**src/rtl/nib_regbank_pkg.sv**
```systemverilog
package nib_regbank_pkg;

    // Command strobe positions (one-hot)
    localparam int CMD_LD_A  = 0;
    localparam int CMD_LD_B  = 1;
    localparam int CMD_LD_X  = 2;
    localparam int CMD_LD_Y  = 3;
    localparam int CMD_XCH_X = 4;
    localparam int CMD_XCH_Y = 5;
    localparam int CMD_ROT_L = 6;
    localparam int CMD_ROT_R = 7;
    localparam int CMD_SET_C = 8;
    localparam int CMD_CLR_C = 9;
    localparam int CMD_TST_C = 10;
    localparam int CMD_INC_Y = 11;
    localparam int CMD_DEC_Y = 12;
    localparam int CMD_N     = 13;

endpackage

```
**src/rtl/nib_acc_unit.sv**
```systemverilog
module nib_acc_unit #(
    parameter int NIB_W = 4
) (
    input  logic             clk_i,
    input  logic             rst_ni,
    input  logic             ld_i,
    input  logic [NIB_W-1:0] res_i,
    input  logic             ovf_i,
    input  logic             rot_l_i,
    input  logic             rot_r_i,
    input  logic             set_c_i,
    input  logic             clr_c_i,
    input  logic             tst_c_i,
    output logic [NIB_W-1:0] a_o,
    output logic             c_o,
    output logic             s_o
);

    localparam int MSB = NIB_W - 1;

    typedef struct packed {
        logic [NIB_W-1:0] acc;
        logic             cy;
        logic             st;
    } acc_state_t;

    acc_state_t st_d, st_q;

    always_comb begin
        st_d = st_q;
        if (ld_i) begin
            st_d.acc = res_i;
            st_d.cy  = ovf_i;
        end
        if (rot_l_i) begin
            st_d.acc = {st_q.acc[MSB-1:0], st_q.cy};
            st_d.cy  = st_q.acc[MSB];
        end
        if (rot_r_i) begin
            st_d.acc = {st_q.cy, st_q.acc[MSB:1]};
            st_d.cy  = st_q.acc[0];
        end
        if (set_c_i) begin
            st_d.cy = 1'b1;
        end
        if (clr_c_i) begin
            st_d.cy = 1'b0;
        end
        if (tst_c_i) begin
            st_d.st = st_q.cy;
        end
    end

    always_ff @(posedge clk_i or negedge rst_ni) begin
        if (!rst_ni) begin
            st_q <= '0;
        end else begin
            st_q <= st_d;
        end
    end

    assign a_o = st_q.acc;
    assign c_o = st_q.cy;
    assign s_o = st_q.st;

endmodule

```
**src/rtl/nib_ptr_pair.sv**
```systemverilog
module nib_ptr_pair #(
    parameter int NIB_W   = 4,
    parameter bit STEP_EN = 1'b0
) (
    input  logic             clk_i,
    input  logic             rst_ni,
    input  logic             ld_i,
    input  logic [NIB_W-1:0] res_i,
    input  logic             xch_i,
    input  logic             inc_i,
    input  logic             dec_i,
    output logic [NIB_W-1:0] ptr_o,
    output logic [NIB_W-1:0] shd_o
);

    typedef struct packed {
        logic [NIB_W-1:0] ptr;
        logic [NIB_W-1:0] shd;
    } pair_state_t;

    pair_state_t      st_d, st_q;
    logic [NIB_W-1:0] step_nx;
    logic             step_req;

    generate
        if (STEP_EN) begin : g_step
            always_comb begin
                step_req = inc_i | dec_i;
                if (inc_i) begin
                    step_nx = st_q.ptr + NIB_W'(1);
                end else if (dec_i) begin
                    step_nx = st_q.ptr - NIB_W'(1);
                end else begin
                    step_nx = st_q.ptr;
                end
            end
        end else begin : g_nostep
            logic step_unused;
            assign step_unused = inc_i ^ dec_i;
            assign step_req    = 1'b0;
            assign step_nx     = st_q.ptr;
        end
    endgenerate

    always_comb begin
        st_d = st_q;
        if (ld_i) begin
            st_d.ptr = res_i;
        end
        if (xch_i) begin
            st_d.ptr = st_q.shd;
            st_d.shd = st_q.ptr;
        end
        if (step_req) begin
            st_d.ptr = step_nx;
        end
    end

    always_ff @(posedge clk_i or negedge rst_ni) begin
        if (!rst_ni) begin
            st_q <= '0;
        end else begin
            st_q <= st_d;
        end
    end

    assign ptr_o = st_q.ptr;
    assign shd_o = st_q.shd;

endmodule

```
**src/rtl/nib_plain_reg.sv**
```systemverilog
module nib_plain_reg #(
    parameter int NIB_W = 4
) (
    input  logic             clk_i,
    input  logic             rst_ni,
    input  logic             ld_i,
    input  logic [NIB_W-1:0] res_i,
    output logic [NIB_W-1:0] val_o
);

    logic [NIB_W-1:0] val_d, val_q;

    always_comb begin
        val_d = val_q;
        if (ld_i) begin
            val_d = res_i;
        end
    end

    always_ff @(posedge clk_i or negedge rst_ni) begin
        if (!rst_ni) begin
            val_q <= '0;
        end else begin
            val_q <= val_d;
        end
    end

    assign val_o = val_q;

endmodule

```
**src/rtl/nib_regbank.sv**
```systemverilog
module nib_regbank
    import nib_regbank_pkg::*;
#(
    parameter int NIB_W = 4
) (
    input  logic              clk_i,
    input  logic              rst_ni,
    input  logic [CMD_N-1:0]  cmd_i,
    input  logic [NIB_W-1:0]  alu_res_i,
    input  logic              alu_ovf_i,
    output logic [NIB_W-1:0]  a_o,
    output logic              c_o,
    output logic              s_o,
    output logic [NIB_W-1:0]  b_o,
    output logic [NIB_W-1:0]  x_o,
    output logic [NIB_W-1:0]  spx_o,
    output logic [NIB_W-1:0]  y_o,
    output logic [NIB_W-1:0]  spy_o
);

    logic             cmd_ok;
    logic [CMD_N-1:0] go;

    // A command is accepted only when at most one strobe is high
    always_comb begin
        cmd_ok = ((cmd_i & (cmd_i - CMD_N'(1))) == '0);
        go     = cmd_ok ? cmd_i : '0;
    end

    nib_acc_unit #(.NIB_W(NIB_W)) acc_i (
        .clk_i   (clk_i),
        .rst_ni  (rst_ni),
        .ld_i    (go[CMD_LD_A]),
        .res_i   (alu_res_i),
        .ovf_i   (alu_ovf_i),
        .rot_l_i (go[CMD_ROT_L]),
        .rot_r_i (go[CMD_ROT_R]),
        .set_c_i (go[CMD_SET_C]),
        .clr_c_i (go[CMD_CLR_C]),
        .tst_c_i (go[CMD_TST_C]),
        .a_o     (a_o),
        .c_o     (c_o),
        .s_o     (s_o)
    );

    nib_plain_reg #(.NIB_W(NIB_W)) breg_i (
        .clk_i  (clk_i),
        .rst_ni (rst_ni),
        .ld_i   (go[CMD_LD_B]),
        .res_i  (alu_res_i),
        .val_o  (b_o)
    );

    nib_ptr_pair #(.NIB_W(NIB_W), .STEP_EN(1'b0)) xpair_i (
        .clk_i  (clk_i),
        .rst_ni (rst_ni),
        .ld_i   (go[CMD_LD_X]),
        .res_i  (alu_res_i),
        .xch_i  (go[CMD_XCH_X]),
        .inc_i  (1'b0),
        .dec_i  (1'b0),
        .ptr_o  (x_o),
        .shd_o  (spx_o)
    );

    nib_ptr_pair #(.NIB_W(NIB_W), .STEP_EN(1'b1)) ypair_i (
        .clk_i  (clk_i),
        .rst_ni (rst_ni),
        .ld_i   (go[CMD_LD_Y]),
        .res_i  (alu_res_i),
        .xch_i  (go[CMD_XCH_Y]),
        .inc_i  (go[CMD_INC_Y]),
        .dec_i  (go[CMD_DEC_Y]),
        .ptr_o  (y_o),
        .shd_o  (spy_o)
    );

endmodule

```
**config.mk**
```make
export PLATFORM = sky130hd
export DESIGN_NAME = nib_regbank
export DESIGN_NICKNAME = d
export VERILOG_FILES = /design/src/rtl/nib_regbank_pkg.sv /design/src/rtl/nib_acc_unit.sv /design/src/rtl/nib_ptr_pair.sv /design/src/rtl/nib_plain_reg.sv /design/src/rtl/nib_regbank.sv
export SDC_FILE = /design/constraint.sdc
export NUM_CORES = 1
export LEC_CHECK = 0
export BUFFER_PORTS_ARGS = -buffer_cell sky130_fd_sc_hd__buf_2
export CORE_MARGIN = 3
export CORE_UTILIZATION = 40
export DETAILED_ROUTE_END_ITERATION = 7
export PLACE_DENSITY = 0.71
export SKIP_LAST_GASP = 1
export SYNTH_ARGS = -nofsm -noshare
export SYNTH_HDL_FRONTEND = slang
export SYNTH_HIERARCHICAL = 1
export SYNTH_SLANG_ARGS = --single-unit
```
**constraint.sdc**
```tcl
create_clock -name clk_i -period 2.2 [get_ports clk_i]
set_input_delay 0.11 -clock clk_i [delete_from_list [all_inputs] [get_ports clk_i]]
set_output_delay 0.11 -clock clk_i [all_outputs]
set_load 0.01 [all_outputs]
```
== Word level (Yosys, flattened, before mapping) ==
Cells that the tools add are included.
Word-level totals
  output and inout bits: 26
  bits in read-only memories: 0
  bits in writable memories: 0
  bits in latches: 0
  bits in registers: 26
  memories kept: 0
  logic and storage cells: 33
Operators by class
  $lt $le $gt $ge: 0
  mux-type cells: 13
  reductions and logical operators: 6
  $mul: 0
  divide/modulo/power cells: 0
  bitwise gates (word level): 2
  add/sub/neg operators: 3
  eq/ne operators: 1
  shift-type cells: 0
Operator list (count)
  two-way mux 4 bit: 5
  two-way mux 8 bit: 2
  two-way mux 5 bit: 3
  bitwise AND 13 bit: 1
  logical NOT 13 bit: 1
  two-way mux 13 bit: 1
  subtractor 13 x 1 -> 13 bit, second input constant: 1
  nonzero test 3 bit: 2
  nonzero test 5 bit: 1
  adder 4 x 1 -> 4 bit, second input constant: 1
  subtractor 4 x 1 -> 4 bit, second input constant: 1
  inequality test 3 bit, second input constant: 1
  two-way mux 1 bit: 2
  AND reduction 2 bit: 1
  nonzero test 2 bit: 1
  bitwise OR 1 bit: 1

== Depth between registers and ports, before layout ==
  word-level depth: 9
  depth in mapped cells: 10

== By module ==
The synthesis kept the hierarchy.
Modules (own cells, without submodules)
  nib_ptr_pair (ypair_i): instances 1, area an instance 483.0 µm², cells an instance 47
  nib_acc_unit: instances 1, area an instance 351.6 µm², cells an instance 33
  nib_ptr_pair (xpair_i): instances 1, area an instance 346.6 µm², cells an instance 26
  nib_regbank: instances 1, area an instance 287.8 µm², cells an instance 41
  nib_plain_reg: instances 1, area an instance 145.1 µm², cells an instance 8

== Least setup slack after synthesis ==
OpenSTA, ideal clock, no wires.
  kind: in2reg
  start point: input port cmd_i[12]
  end point: register ypair_i.st_q (netlist bit ypair_i/ptr_o[3])
  setup time: 126 ps
  data required time: 2074 ps
  path buffers: 0
  stages on the path: 10
  path slack: -93 ps
  data arrival time: 2167 ps
  cell sequence: maj3_1 o31ai_1 o221a_2 and2_1 inv_1 ha_1 a21oi_1 and3_1 o21ai_1 a21boi_1
On the way
  longest elaborated chain between the ends: 7
  elaborated cells between the ends (all ways): 11
Ends and longest elaborated chain
  start, declared: line nib_regbank.sv:8  | input logic [CMD_N-1:0] cmd_i,
  subtractor 13 x 1 -> 13 bit: line nib_regbank.sv:26  | cmd_ok = ((cmd_i & (cmd_i - CMD_N'(1))) == '0);
  bitwise AND 13 bit (*): line nib_regbank.sv:26
  logical NOT 13 bit (*): line nib_regbank.sv:26
  two-way mux 13 bit (*): line nib_regbank.sv:27  | go = cmd_ok ? cmd_i : '0;
  via go[11]: line nib_regbank.sv:22  | logic [CMD_N-1:0] go;
  bitwise OR 1 bit: line nib_ptr_pair.sv:28  | step_req = inc_i | dec_i;
  inequality test 3 bit (no line) / nonzero test 3 bit (equally long branches)
  AND reduction 2 bit (no line)
  end signal, assigned: line nib_ptr_pair.sv:63  | st_q <= st_d;
  end, declared: line nib_ptr_pair.sv:21  | pair_state_t st_d, st_q;
The timed path passes the listed nets; every way through them passes the cells marked *.
A chain may end at the register's enable or synchronous reset.

== Worst setup path in the final report ==
  start point: input port cmd_i[9]
  end point: register ypair_i.st_q (netlist bit ypair_i/ptr_o[3])
The elaborated chain is that of the path after synthesis.

==> flow_summary_export.csv <==
group,metric,value,unit
sta,hold_viol_final,0,
hold_path,hold_path_class,"in2reg",
global_route,grt-ovfl-total,0,
cts,post_cts_buffers,0,
sta,slew_viol_final,0,
power_and_ir_drop,power.leakage,0.001041,uW
route,first_pass_iters,4,
cts,cts_max_level,1,
sta,tightestPinTransition,0.5683,ns
floorplanning,die_w,69.45,um
sta,slew_headroom,62.11,%
cts,cts_root_buffer,"clkbuf_8",
route,route.detailed.drc,0,
synth,syn_inst,154,
cts,clkSinkCount,26,
floorplanning,rows,22,
cts,cts_max_path_buffers,2,
setup_path,required,2.36,ns
power_and_ir_drop,total_power,1050,uW
synth,synth_nets,177,
route,met1_length,1765,um
cts,cts_tree,"built",
outcome,status,"complete, no violations",
route,drt_iter0_markers,36,
global_route,track_usage,15.82,%
place,hpwlAfterDp,2924,um
global_route,grt_pass1_vias,1365,
layout,diodes,0,
global_route,grt_pass1_wl,6382,um
sta,grt_setup_unrepaired,"false",
global_route,antenna_found_initial,0,
layout,fin_nets,247,
sta,setup_viol,0,
sta,finalCriticalPeriod,2.025,ns
setup_path,worstPathArrival,2.19,ns
floorplanning,coreArea,3771,um^2
cts,cts.clk_slew.worst_paths,0.10,ns
route,dr.max_layer_used,"met4",
layout,drive_gt1_share,45.74,%
cts,clk_latency,0.27,ns
setup_path,cp-start-kind,"primary input",
layout,n_fill_cell,350,
setup_path,crit_path_end_kind,"flip-flop",
sta,clock_skew,0.004056,ns
route,ant_nets,0,
sta,finalCritPeriodShare,92.06,%
global_route,grt_start_max_net_pins,27,
power_and_ir_drop,peakVddDrop,0.0002464,V
hold_path,hold_depth,2,
route,routed_wl,3783,um
power_and_ir_drop,power_density,489.4,nW/um^2
route,routed_via_density,5.159,
floorplanning,io_pins,46,
route,wl_per_cell,13.96,um
route,vias,1398,
place,place_congestion,0.8362,
synth,synth_warnings,6,
place,port_buffers,45,
route,dr_wl_met3,202,um
floorplanning,initial_core_util,42.70,%
setup_path,critPathMaxFanout,3,
sta,fmax,0.4938,GHz
cts,cts_buffers,3,
flow_run,max_cap_violations,0,
route,wl_met2,1798,um
synth,syn_area_per_cell,10.46,um^2
sta,hold_ws,0.1477,ns
setup_path,rr_worst_depth,5,
setup_path,criticalPathCategory,"in2reg",
floorplanning,die_y,69.45,um
layout,area_growth,33.26,%
synth,mappedNetlistArea,1610,um^2
setup_path,r2r_setup_slack,0.81,ns
floorplanning,dieArea,4823,um^2
cell usage in the layout, fill, tap and decap left out, types with 2 or more instances in the layout:
master and n:
a211oi_1 2, a21oi_1 6, and2_1 4, and3_1 2
buf_2 45, buf_4 25, clkbuf_8 3, dfrtp_1 26
inv_1 5, maj3_1 2, mux2_2 16, mux2_4 2
mux2i_1 12, nand2_1 13, nand3_1 3, nand4b_1 2
nor2_1 7, nor3_1 3, o21ai_0 10, o21ai_1 8
final cells by class:
cell class	instances	area [um^2]	share of cell area, %
clock inverter	1	30.03	1.399
tap	48	60.06	2.799
inverter	5	18.77	0.8746
clock buffer	3	41.29	1.924
sequential	26	650.6	30.32
timing repair buffer	72	442.9	20.64
multi-input combinational	116	902.1	42.04
layer usage:
layer / track usage [%] / vias up
met4: 3.254 / 0
met1: 22.47 / 662
met2: 25.64 / 35
met5: 0 / -
met3: 2.319 / 4
li1: - / 697
flip-flops by register name (all words and copies together) (netlist names):
register,cells
xpair_i/shd_o,4
ypair_i/shd_o,4
acc_i/s_o,1
xpair_i/ptr_o,4
breg_i/val_o,4
acc_i/a_o,4
ypair_i/ptr_o,4
acc_i/c_o,1
worst paths after layout:
path                             startpoint               end
setup reg to reg           ypair_i/ptr_o[2]  ypair_i/ptr_o[3]
min in group asynchronous            rst_ni         acc_i/s_o
hold reg to reg             breg_i/val_o[3]   breg_i/val_o[3]
hold / removal                 alu_res_i[1]   breg_i/val_o[1]
max in group asynchronous            rst_ni  ypair_i/ptr_o[2]
setup / recovery                   cmd_i[9]  ypair_i/ptr_o[3]
worst max-delay path: stages:
cell,delay [ns]
buf_2,0.10
or4_4,0.55
nor2_1,0.14
o221a_2,0.22
and2_4,0.14
inv_1,0.10
ha_1,0.30
nand3_1,0.08
and3_1,0.19
o21ai_0,0.16
a21boi_1,0.08
where the power goes:
| group | switching (uW) | internal, uW | total (uW) |
|---|---|---|---|
| clock | 159 | 243 | 402 |
| combinational | 75.1 | 71.7 | 147 |
| sequential | 14.4 | 487 | 501 |
| total | 248 | 802 | 1050 |
per-stage QoR:
step	setup TNS [ns]	setup slack, ns	util, %	std cells	area, um^2
detailed placement	-0.3184	-0.1823	54.31	266	2048
global placement	-0.1819	-0.1183	54.31	266	2048
global route	0	0.03599	56.90	271	2146
floorplan	0	0.003657	-	154	1618
CTS	0	0.1050	56.47	271	2130
finish	0	0.1748	56.90	271	2146
what timing repair did:
action | in CTS | in global routing
endpoints found under the setup margin | 0 | 1
hold buffers | 1 | 0
endpoints found under the hold margin | 26 | 0
resized for setup | 0 | 2
Note: power is estimated with default switching activity, not from simulation.
